File: src/rtl/gbr_pkg.sv
package gbr_pkg;

  localparam int unsigned HOLE_LO   = 32'h90;
  localparam int unsigned HOLE_HI   = 32'h9F;
  localparam int unsigned HOLE_SKIP = 32'h10;
  localparam int unsigned BANK_STEP = 8;
  localparam int unsigned DIR_OFS   = 4;

  // Byte address of the data register of bank b.
  function automatic int unsigned bank_base(input int unsigned b);
    int unsigned a;
    a = (b + 1) * BANK_STEP;
    if (a >= HOLE_LO) a = a + HOLE_SKIP;
    return a;
  endfunction

  // Number of implemented lines in bank b.
  function automatic int unsigned lines_used(input int unsigned b,
                                             input int unsigned lines,
                                             input int unsigned pins);
    int unsigned rest;
    rest = pins - b * lines;
    return (rest > lines) ? lines : rest;
  endfunction

endpackage

File: src/rtl/gbr_sync.sv
module gbr_sync #(
  parameter int W = 8
) (
  input  logic         clk,
  input  logic         rst,
  input  logic [W-1:0] d,
  output logic [W-1:0] q
);
  logic [W-1:0] stage1;

  always_ff @(posedge clk) begin
    if (rst) begin
      stage1 <= '0;
      q      <= '0;
    end else begin
      stage1 <= d;
      q      <= stage1;
    end
  end
endmodule

File: src/rtl/gbr_addr_dec.sv
module gbr_addr_dec
  import gbr_pkg::*;
#(
  parameter int ADDR_W = 12,
  parameter int NB     = 20
) (
  input  logic [ADDR_W-1:0] addr,
  output logic [NB-1:0]     data_sel,
  output logic [NB-1:0]     dir_sel
);
  for (genvar b = 0; b < NB; b++) begin : g_bank
    localparam logic [ADDR_W-1:0] DATA_A = ADDR_W'(bank_base(b));
    localparam logic [ADDR_W-1:0] DIR_A  = ADDR_W'(bank_base(b) + DIR_OFS);
    assign data_sel[b] = (addr[ADDR_W-1:2] == DATA_A[ADDR_W-1:2]);
    assign dir_sel[b]  = (addr[ADDR_W-1:2] == DIR_A[ADDR_W-1:2]);
  end
endmodule

File: src/rtl/gbr_bank.sv
module gbr_bank #(
  parameter int LINES = 8,
  parameter int USED  = 8
) (
  input  logic             clk,
  input  logic             rst,
  input  logic             wr_data,
  input  logic             wr_dir,
  input  logic [LINES-1:0] wdata,
  input  logic [LINES-1:0] pin_sync,
  output logic [LINES-1:0] data_q,
  output logic [LINES-1:0] dir_q,
  output logic [LINES-1:0] rd_val,
  output logic [LINES-1:0] oe
);
  localparam logic [LINES-1:0] MASK = LINES'((64'd1 << USED) - 64'd1);

  always_ff @(posedge clk) begin
    if (rst) begin
      data_q <= '0;
      dir_q  <= MASK;
    end else begin
      if (wr_data) data_q <= wdata & MASK;
      if (wr_dir)  dir_q  <= wdata & MASK;
    end
  end

  assign rd_val = ((dir_q & pin_sync) | (~dir_q & data_q)) & MASK;
  assign oe     = ~dir_q & MASK;

  // leaving reset, every implemented line is an input with data 0
  assert_reset_state_R1: assert property (@(posedge clk) disable iff (rst)
    $fell(rst) |-> (dir_q == MASK && data_q == '0));

  // a data write lands on the next edge
  assert_data_write_R5: assert property (@(posedge clk) disable iff (rst)
    wr_data |=> data_q == ($past(wdata) & MASK));

  // direction changes only through a direction write
  assert_dir_hold_R4: assert property (@(posedge clk) disable iff (rst)
    !wr_dir |=> $stable(dir_q));
endmodule

File: src/rtl/gpio_bank_regs.sv
module gpio_bank_regs
  import gbr_pkg::*;
#(
  parameter int NUM_PINS = 156,
  parameter int LINES    = 8,
  parameter int ADDR_W   = 12
) (
  input  logic                clk,
  input  logic                rst,
  input  logic                bus_wr,
  input  logic                bus_rd,
  input  logic [ADDR_W-1:0]   bus_addr,
  input  logic [31:0]         bus_wdata,
  output logic [31:0]         bus_rdata,
  input  logic [NUM_PINS-1:0] pin_in,
  output logic [NUM_PINS-1:0] pin_out,
  output logic [NUM_PINS-1:0] pin_oe
);
  localparam int NB    = (NUM_PINS + LINES - 1) / LINES;
  localparam int PAD_W = NB * LINES;

  logic [NUM_PINS-1:0] sync_q;
  logic [PAD_W-1:0]    sync_pad;
  logic [NB-1:0]       data_sel, dir_sel;
  logic [LINES-1:0]    bank_data [NB];
  logic [LINES-1:0]    bank_dir  [NB];
  logic [LINES-1:0]    bank_rd   [NB];
  logic [LINES-1:0]    bank_oe   [NB];
  logic [LINES-1:0]    rd_mux;
  logic                any_sel;
  logic                in_hole;

  gbr_sync #(.W(NUM_PINS)) u_sync (
    .clk (clk),
    .rst (rst),
    .d   (pin_in),
    .q   (sync_q)
  );

  assign sync_pad[NUM_PINS-1:0] = sync_q;
  if (PAD_W > NUM_PINS) begin : g_pad
    assign sync_pad[PAD_W-1:NUM_PINS] = '0;
  end

  gbr_addr_dec #(.ADDR_W(ADDR_W), .NB(NB)) u_dec (
    .addr     (bus_addr),
    .data_sel (data_sel),
    .dir_sel  (dir_sel)
  );

  assign any_sel = (|data_sel) | (|dir_sel);
  assign in_hole = (32'(bus_addr) >= HOLE_LO) && (32'(bus_addr) <= HOLE_HI);

  for (genvar b = 0; b < NB; b++) begin : g_bank
    localparam int USED = lines_used(b, LINES, NUM_PINS);
    gbr_bank #(.LINES(LINES), .USED(USED)) u_bank (
      .clk      (clk),
      .rst      (rst),
      .wr_data  (bus_wr & data_sel[b]),
      .wr_dir   (bus_wr & dir_sel[b]),
      .wdata    (bus_wdata[LINES-1:0]),
      .pin_sync (sync_pad[b*LINES +: LINES]),
      .data_q   (bank_data[b]),
      .dir_q    (bank_dir[b]),
      .rd_val   (bank_rd[b]),
      .oe       (bank_oe[b])
    );
    assign pin_out[b*LINES +: USED] = bank_data[b][USED-1:0];
    assign pin_oe[b*LINES +: USED]  = bank_oe[b][USED-1:0];
  end

  always_comb begin
    rd_mux = '0;
    for (int b = 0; b < NB; b++) begin
      if (data_sel[b]) rd_mux = rd_mux | bank_rd[b];
      if (dir_sel[b])  rd_mux = rd_mux | bank_dir[b];
    end
  end

  always_ff @(posedge clk) begin
    if (rst)         bus_rdata <= '0;
    else if (bus_rd) bus_rdata <= {{(32-LINES){1'b0}}, rd_mux};
  end

  // at most one register is selected by any address
  assert_single_select_R2: assert property (@(posedge clk) disable iff (rst)
    $onehot0({data_sel, dir_sel}));

  // the interrupt window decodes to nothing and reads zero
  assert_hole_empty_R3: assert property (@(posedge clk) disable iff (rst)
    (bus_rd && in_hole) |=> bus_rdata == 32'd0);

  // unimplemented upper bits always read zero
  assert_upper_zero_R7: assert property (@(posedge clk) disable iff (rst)
    bus_rd |=> bus_rdata[31:LINES] == '0);

  // unmapped reads return zero
  assert_unmapped_zero_R9: assert property (@(posedge clk) disable iff (rst)
    (bus_rd && !any_sel) |=> bus_rdata == 32'd0);

  // read data holds between reads
  assert_rdata_hold_R10: assert property (@(posedge clk) disable iff (rst)
    !bus_rd |=> $stable(bus_rdata));
endmodule

File: config.mk
export PLATFORM = sky130hd
export DESIGN_NAME = gpio_bank_regs
export DESIGN_NICKNAME = d
export VERILOG_FILES = /design/src/rtl/gbr_pkg.sv /design/src/rtl/gbr_sync.sv /design/src/rtl/gbr_addr_dec.sv /design/src/rtl/gbr_bank.sv /design/src/rtl/gpio_bank_regs.sv
export SDC_FILE = /design/constraint.sdc
export NUM_CORES = 1
export LEC_CHECK = 0
export BUFFER_PORTS_ARGS = -buffer_cell sky130_fd_sc_hd__buf_4
export CORE_MARGIN = 2
export CORE_UTILIZATION = 35
export DETAILED_ROUTE_END_ITERATION = 12
export HOLD_SLACK_MARGIN = 0.06
export MAX_ROUTING_LAYER = met4
export PLACE_DENSITY = 0.58
export SLEW_MARGIN = 20
export SYNTH_ARGS = -nofsm -noshare
export SYNTH_HDL_FRONTEND = slang
export SYNTH_SLANG_ARGS = --single-unit
File: constraint.sdc
create_clock -name clk -period 4.4 [get_ports clk]
set_input_delay 0 -clock clk [delete_from_list [all_inputs] [get_ports clk]]
set_output_delay 0 -clock clk [all_outputs]
set_load 0.1 [all_outputs]
==> results.py, run 1 <==
metrics = {
    "route": {
        "wl_per_cell_um": 27.21,
        "drtIter0Drc": 2676,
        "routed_wl_um": 116900,
        "drc": 0,
        "drtPass1Iterations": 6,
        "ant_nets": 0,
        "avgViaCountPerCell": 5.421,
        "vias": 23280,
    },
    "logic_synthesis": {
        "synthCells": 2693,
        "async_reset_ff_frac": 0,
        "synth_area_leaders": "dfxtp_1, nor2b_1, mux2i_1",
        "syn-cell-area_um2": 24750,
        "synth_largest_area_cell": "dfxtp_1",
        "ys_ff_latch": 632,
        "yosysWarnings": 0,
        "synth-main-ff-cell": "dfxtp_1",
        "syn_avg_cell_area_um2": 9.190,
        "yosysTopAreaCellShare": 0.5112,
        "ys_seq_area_frac": 0.5112,
        "synth-edff-count": 0,
        "yosysUniqueCellTypes": 79,
    },
    "worst_setup_path": {
        "reg2reg_from": "g_bank[5].u_bank.dir_q[7]",
        "crit_arrival_ns": 3.76,
        "slowest_stage": "or4b_1",
        "worstPathMaxFanout": 13,
        "cp-end-kind": "register",
        "criticalPathCategory": "in2reg",
        "crit_start": "bus_addr[5]",
        "crit_chain": "dlygate4sd3_1, buf_4, or4b_1, buf_4, buf_4, o22ai_1, o21a_1, a311o_1, nor4_1, a311oi_1, dlygate4sd3_1",
        "critPathLaunchType": "primary input",
        "cp_common_cell": "buf_4",
        "required_ns": 4.92,
        "slowest_delay_ns": 0.61,
    },
    "cts": {
        "path_clk_slew_ns": 0.06,
        "ctsResizeCount": 0,
        "numCtsBuffers": 69,
        "cts.path.max_buffers": 3,
        "clock_sinks": 632,
        "htreeDepth": 3,
        "cts-root-buf": "clkbuf_16",
        "cts_tree": "built",
        "clock_latency_ns": 0.63,
    },
    "floorplanning": {
        "initial_utilization": 0.3534,
        "core_um2": 70030,
        "die_h_um": 269.9,
        "pin_count": 548,
        "fp.dieW_um": 269.9,
        "core.rowCount": 97,
        "die_area_um2": 72850,
    },
    "placement": {
        "hpwl_um": 84880,
        "place_congestion": 1.017,
        "port-buffer-count": 497,
        "dpl.cell_count": 3978,
    },
    "global_route": {
        "grt_pass1_vias": 22540,
        "grt_overflow": 0,
        "grt_max_degree": 203,
        "grt_pass1_wl_um": 164400,
        "grt_use_total": 0.3183,
        "antenna_found_initial": 5,
    },
    "timing": {
        "hold_viol": 0,
        "finalSetupViolCount": 0,
        "relSlewSlack": 0.3283,
        "finClkSkew_ns": 0.03593,
        "drv_slew": 0,
        "period_share": 0.7365,
        "worst_pin_slew_ns": 1.008,
        "fmax_ghz": 0.3086,
        "final.setup.tns_ns": 0,
        "final.min_clock_period_ns": 3.241,
        "rsz0062_at_grt": "false",
    },
    "cells_and_area": {
        "nFillCells": 6633,
        "syn2layout_area_growth_pct": 35.37,
        "layout-drive-gt1-share": 0.2192,
        "register_area_um2": 12650,
        "fin_cells": 4295,
        "fin_nets": 3501,
        "multi_input_area_um2": 10560,
    },
    "power": {
        "leakage_uw": 0.01595,
        "ir_worst_vdd_mv": 0.2896,
        "intPower_uw": 9955,
        "p_per_area_nw_per_um2": 390.6,
        "p_seq_frac": 0.452,
        "p_sw_uw": 3131,
        "p_clk_frac": 0.474,
        "pwr-share-comb": 0.074,
        "swShare": 0.2393,
    },
    "worst_hold_path": {
        "min_from": "pin_in[81]",
        "min_path_type": "in2reg",
    },
    "run_status": {
        "status": "finished clean",
    },
    "job": {
        "max-cap-violations": 0,
    },
}
[final timing paths]
check        cells past startpoint                 to  slack [ns]
min reg2reg                      1      u_sync.q[105]        0.43
max                             11       bus_rdata[7]        1.16
min                              3  u_sync.stage1[81]        0.12
max reg2reg                      7       bus_rdata[7]        1.40
[layer usage]
layer,global-route usage,part of all wire,up-vias
met4,0.1491,0.054,0
li1,-,-,10360
met2,0.4755,0.44,1344
met1,0.3897,0.40,11300
met5,-,0,-
met3,0.1006,0.11,286
[power groups by stage]
stage          Sequential (µW)  Clock (µW)  Combinational [µW]
6_report                  5910        6200                 973
5_1_grt                   5920        6470                1010
4_1_cts                   5910        6250                 952
3_5_place_dp              6040           0                 816
3_3_place_gp              6040           0                 812
2_1_floorplan             6040           0                 457
[worst max-delay path, delay by kind of cell]
kind                   cells  cell delay, ns
buffers and inverters      5            1.83
AO/OA/AOI/OAI              4            0.96
AND/OR/NAND/NOR            2            0.96
[final cells by class]
| type | instances | share of cell area |
|---|---|---|
| inverters | 166 | 0.01864 |
| multi-input cells | 1688 | 0.3153 |
| clock buffers | 94 | 0.06103 |
| diodes | 6 | 0.0004482 |
| repair buffers | 740 | 0.1805 |
| flip-flops and latches | 632 | 0.3777 |
| well taps | 940 | 0.03511 |
| clock inverters | 29 | 0.01135 |
[placed cells by master (no fill, tap or decap), types with 8 or more instances in the layout]
cell type / netlist / final
a211o_1: 31 / 31
a21oi_1: 74 / 74
a22oi_1: 13 / 13
a311oi_1: 13 / 13
a31oi_1: 10 / 10
a32oi_1: 10 / 10
and3_1: 24 / 24
buf_4: 28 / 550
bufinv_16: 0 / 8
clkbuf_16: 0 / 72
clkbuf_8: 0 / 16
clkinv_2: 0 / 14
conb_1: 1 / 24
dfxtp_1: 632 / 632
dlygate4sd3_1: 0 / 188
inv_1: 164 / 164
mux2_2: 26 / 26
mux2i_1: 172 / 172
nand2_1: 263 / 263
nand3_1: 190 / 190
nand3b_1: 12 / 12
nand4_1: 15 / 15
nor2_1: 164 / 163
nor2b_1: 317 / 317
nor3_1: 13 / 13
nor3_2: 13 / 13
nor4_1: 33 / 33
o2111ai_1: 20 / 20
o211ai_1: 68 / 68
o21ai_0: 34 / 34
o22ai_1: 18 / 18
o32ai_1: 13 / 13
[what timing repair did]
| action | CTS | global route |
|---|---|---|
| hold endpoints to repair | 434 | 0 |
| hold buffers | 188 | 0 |
| setup endpoints to repair | 0 | 0 |
| setup buffers | 0 | 0 |
[synth_stat cells, drive strengths merged, types with 5 or more instances]
library cell and n:
mux2i 172, buf 78, nand3b 12, o22ai 18
a211oi 6, a22oi 13, nor4b 5, a211o 31
nor2 168, nand2 264, o211ai 68, nand4 15
inv 164, a32oi 10, clkbuf 152, o21ai 34
a311oi 13, mux2 26, and4 5, o41ai 5
and3 24, nor2b 317, o2bb2ai 5, nand3 190
a21oi 74, nor3 28, a311o 5, a31oi 10
nor4 34, a32o 7, dfxtp 632, o32ai 13
o311ai 5, or4b 5, a2111oi 6, o2111ai 20
and2 6, a221oi 7
[flip-flops by register name, summed over array words and instances (netlist names)]
register	cells
bus_rdata	8
u_sync.q	156
g_bank.u_bank.data_q	156
g_bank.u_bank.dir_q	156
u_sync.stage1	156
[stage by stage]
step	hold slack, ns	setup slack (ns)	area, µm²	power (µW)	util
2_1_floorplan	0.1282	2.111	24830	6494	-
3_3_place_gp	0.2148	1.577	29180	6851	0.4166
3_5_place_dp	0.2148	1.546	29180	6854	0.4166
4_1_cts	0.1091	1.244	33480	13110	0.4781
5_1_grt	0.1464	1.086	33500	13400	0.4783
6_report	0.1237	1.159	33500	13090	0.4784
[cell families after synthesis]
kind of cell	Yosys count	synth area share
compound gates	371	0.1084
other cells	1	0.0001515
mux	198	0.08140
simple gates	1095	0.2313
flops	632	0.5112
buf+inv	396	0.06755
Power figures use the tool's default switching activity.
==> run 2: changes to the inputs <==
PLACE_DENSITY = 0.6   (was 0.58)
clock period = 2.72 ns   (was 4.4 ns; I/O delays follow)
==> run 2 against run 1 <==
Combinational power grew 68%. Via count increased by 1.1%. Flip-flop and latch count is the same. Clock skew shrank 0.0084 ns. Largest cell class unchanged. Largest power group is now registers.
==> results.py, run 2 (same netlist as run 1, synthesis figures left out) <==
metrics = {
    "run_status": {
        "status": "finished clean",
    },
    "cts": {
        "path_clk_slew_ns": 0.06,
        "htreeDepth": 3,
        "cts.path.max_buffers": 3,
        "clock_sinks": 632,
        "cts-root-buf": "clkbuf_16",
        "cts_tree": "built",
        "ctsResizeCount": 0,
        "numCtsBuffers": 71,
        "clock_latency_ns": 0.63,
    },
    "job": {
        "max-cap-violations": 0,
    },
    "floorplanning": {
        "die_h_um": 269.9,
        "pin_count": 548,
        "core_um2": 70030,
        "core.rowCount": 97,
        "fp.dieW_um": 269.9,
        "initial_utilization": 0.3534,
        "die_area_um2": 72850,
    },
    "timing": {
        "period_share": 0.9831,
        "final.setup.tns_ns": 0,
        "finalSetupViolCount": 0,
        "drv_slew": 0,
        "relSlewSlack": 0.4631,
        "hold_viol": 0,
        "final.min_clock_period_ns": 2.674,
        "finClkSkew_ns": 0.02750,
        "fmax_ghz": 0.3740,
        "worst_pin_slew_ns": 0.8054,
        "rsz0062_at_grt": "false",
    },
    "worst_setup_path": {
        "crit_arrival_ns": 3.17,
        "cp-end-kind": "register",
        "required_ns": 3.22,
        "r2r_cells": 8,
        "reg2reg_from": "u_sync.q[52]",
        "criticalPathCategory": "reg2reg",
        "worstPathMaxFanout": 1,
        "critPathLaunchType": "register",
        "slowest_delay_ns": 0.66,
        "slowest_stage": "a2111oi_0",
        "reg2reg_to": "bus_rdata[4]",
        "rrSetupSlack_ns": 0.05,
        "crit_chain": "o21ai_0, buf_4, nor4_1, a2111oi_0, o2111ai_1, nor4_1, buf_4, a311oi_1",
    },
    "cells_and_area": {
        "final_common_cell": "buf_4",
        "fin_util": 0.4892,
        "syn2layout_area_growth_pct": 38.42,
        "fin_nets": 3607,
        "final_cell_mix": "buf_4, dfxtp_1, nor2b_1",
        "layout-drive-gt1-share": 0.2361,
    },
    "global_route": {
        "grt_overflow": 0,
        "grt_pass1_vias": 22230,
        "grt_pass1_wl_um": 164800,
        "antenna_found_initial": 2,
        "grt_use_total": 0.3202,
        "grt_max_degree": 98,
    },
    "route": {
        "ant_nets": 0,
        "drc": 0,
        "routed_wl_um": 117300,
        "drtPass1Iterations": 8,
        "wl_per_cell_um": 26.72,
        "vias": 23550,
        "avgViaCountPerCell": 5.364,
        "drtIter0Drc": 2456,
    },
    "power": {
        "power.total_uw": 20670,
        "leakage_uw": 0.01639,
        "ir_worst_vdd_mv": 0.3348,
        "p_per_area_nw_per_um2": 603.3,
    },
    "placement": {
        "hpwl_um": 87150,
        "port-buffer-count": 497,
        "place_congestion": 1.060,
    },
    "worst_hold_path": {
        "worstHoldPathCells": 5,
        "min_path_type": "in2reg",
        "min_from": "bus_addr[3]",
        "min_to": "g_bank[18].u_bank.dir_q[0]",
    },
}
run 2: metrics by stage:
step           cell area [µm²]  hold WS, ns  worst slack [ns]  cells
2_1_floorplan            24830       0.1282            0.4309   2716
3_3_place_gp             30110       0.2135            0.2462   4079
3_5_place_dp             30110       0.2141            0.1690   4079
4_1_cts                  34250      0.09189            0.1589   4388
5_1_grt                  34260       0.1457           0.02998   4390
6_report                 34260       0.1333           0.04585   4390
run 2: timing repair:
| item | in CTS | in global routing |
|---|---|---|
| setup endpoints to repair | 0 | 0 |
| hold buffers | 191 | 0 |
| endpoints found under the hold margin | 457 | 0 |
| buffers inserted | 0 | 0 |
run 2: worst max path at each step:
stage | from | to | slack [ns] | cells after the start
3_5_place_dp | bus_addr[6] | bus_rdata[4] | 0.17 | 8
4_1_cts | u_sync.q[52] | bus_rdata[4] | 0.16 | 8
2_1_floorplan | g_bank[15].u_bank.data_q[6] | bus_rdata[6] | 0.43 | 6
3_3_place_gp | bus_addr[4] | bus_rdata[3] | 0.25 | 7
6_report | u_sync.q[52] | bus_rdata[4] | 0.05 | 8
5_1_grt | bus_addr[10] | bus_rdata[5] | 0.03 | 11
run 2: metal layers:
layer  wire length (µm)  share of wire  global-route usage
met1              47010           0.40              0.3976
met2              54180           0.46              0.5003
met3              10510          0.090             0.06695
met4               5578          0.048              0.1437
met5                  0              0                   -
run 2: area by class of cell:
type / count / area (µm²)
fill: 6678 / 35770
sequential: 632 / 12650
clock buffer: 98 / 1938
multi-input combinational: 1688 / 10560
inverter: 166 / 624.3
clock inverter: 20 / 294.0
tap: 940 / 1176
timing repair buffer: 844 / 7009
antenna: 2 / 5.005
run 2: worst max-delay path, delay by kind of cell (launching register included):
kind                   cells  cell delay (ns)
buffers and inverters      2             0.35
AOI/OAI and AO/OA          4             1.19
and+or+nand+nor            2             0.71
DFF                        1             0.30
run 2: power by group:
part | switching [µW] | internal, µW | leakage [µW]
sequential | 92.8 | 9480 | 0.00517
clock | 3840 | 5630 | 0.00108
combinational | 988 | 639 | 0.0101
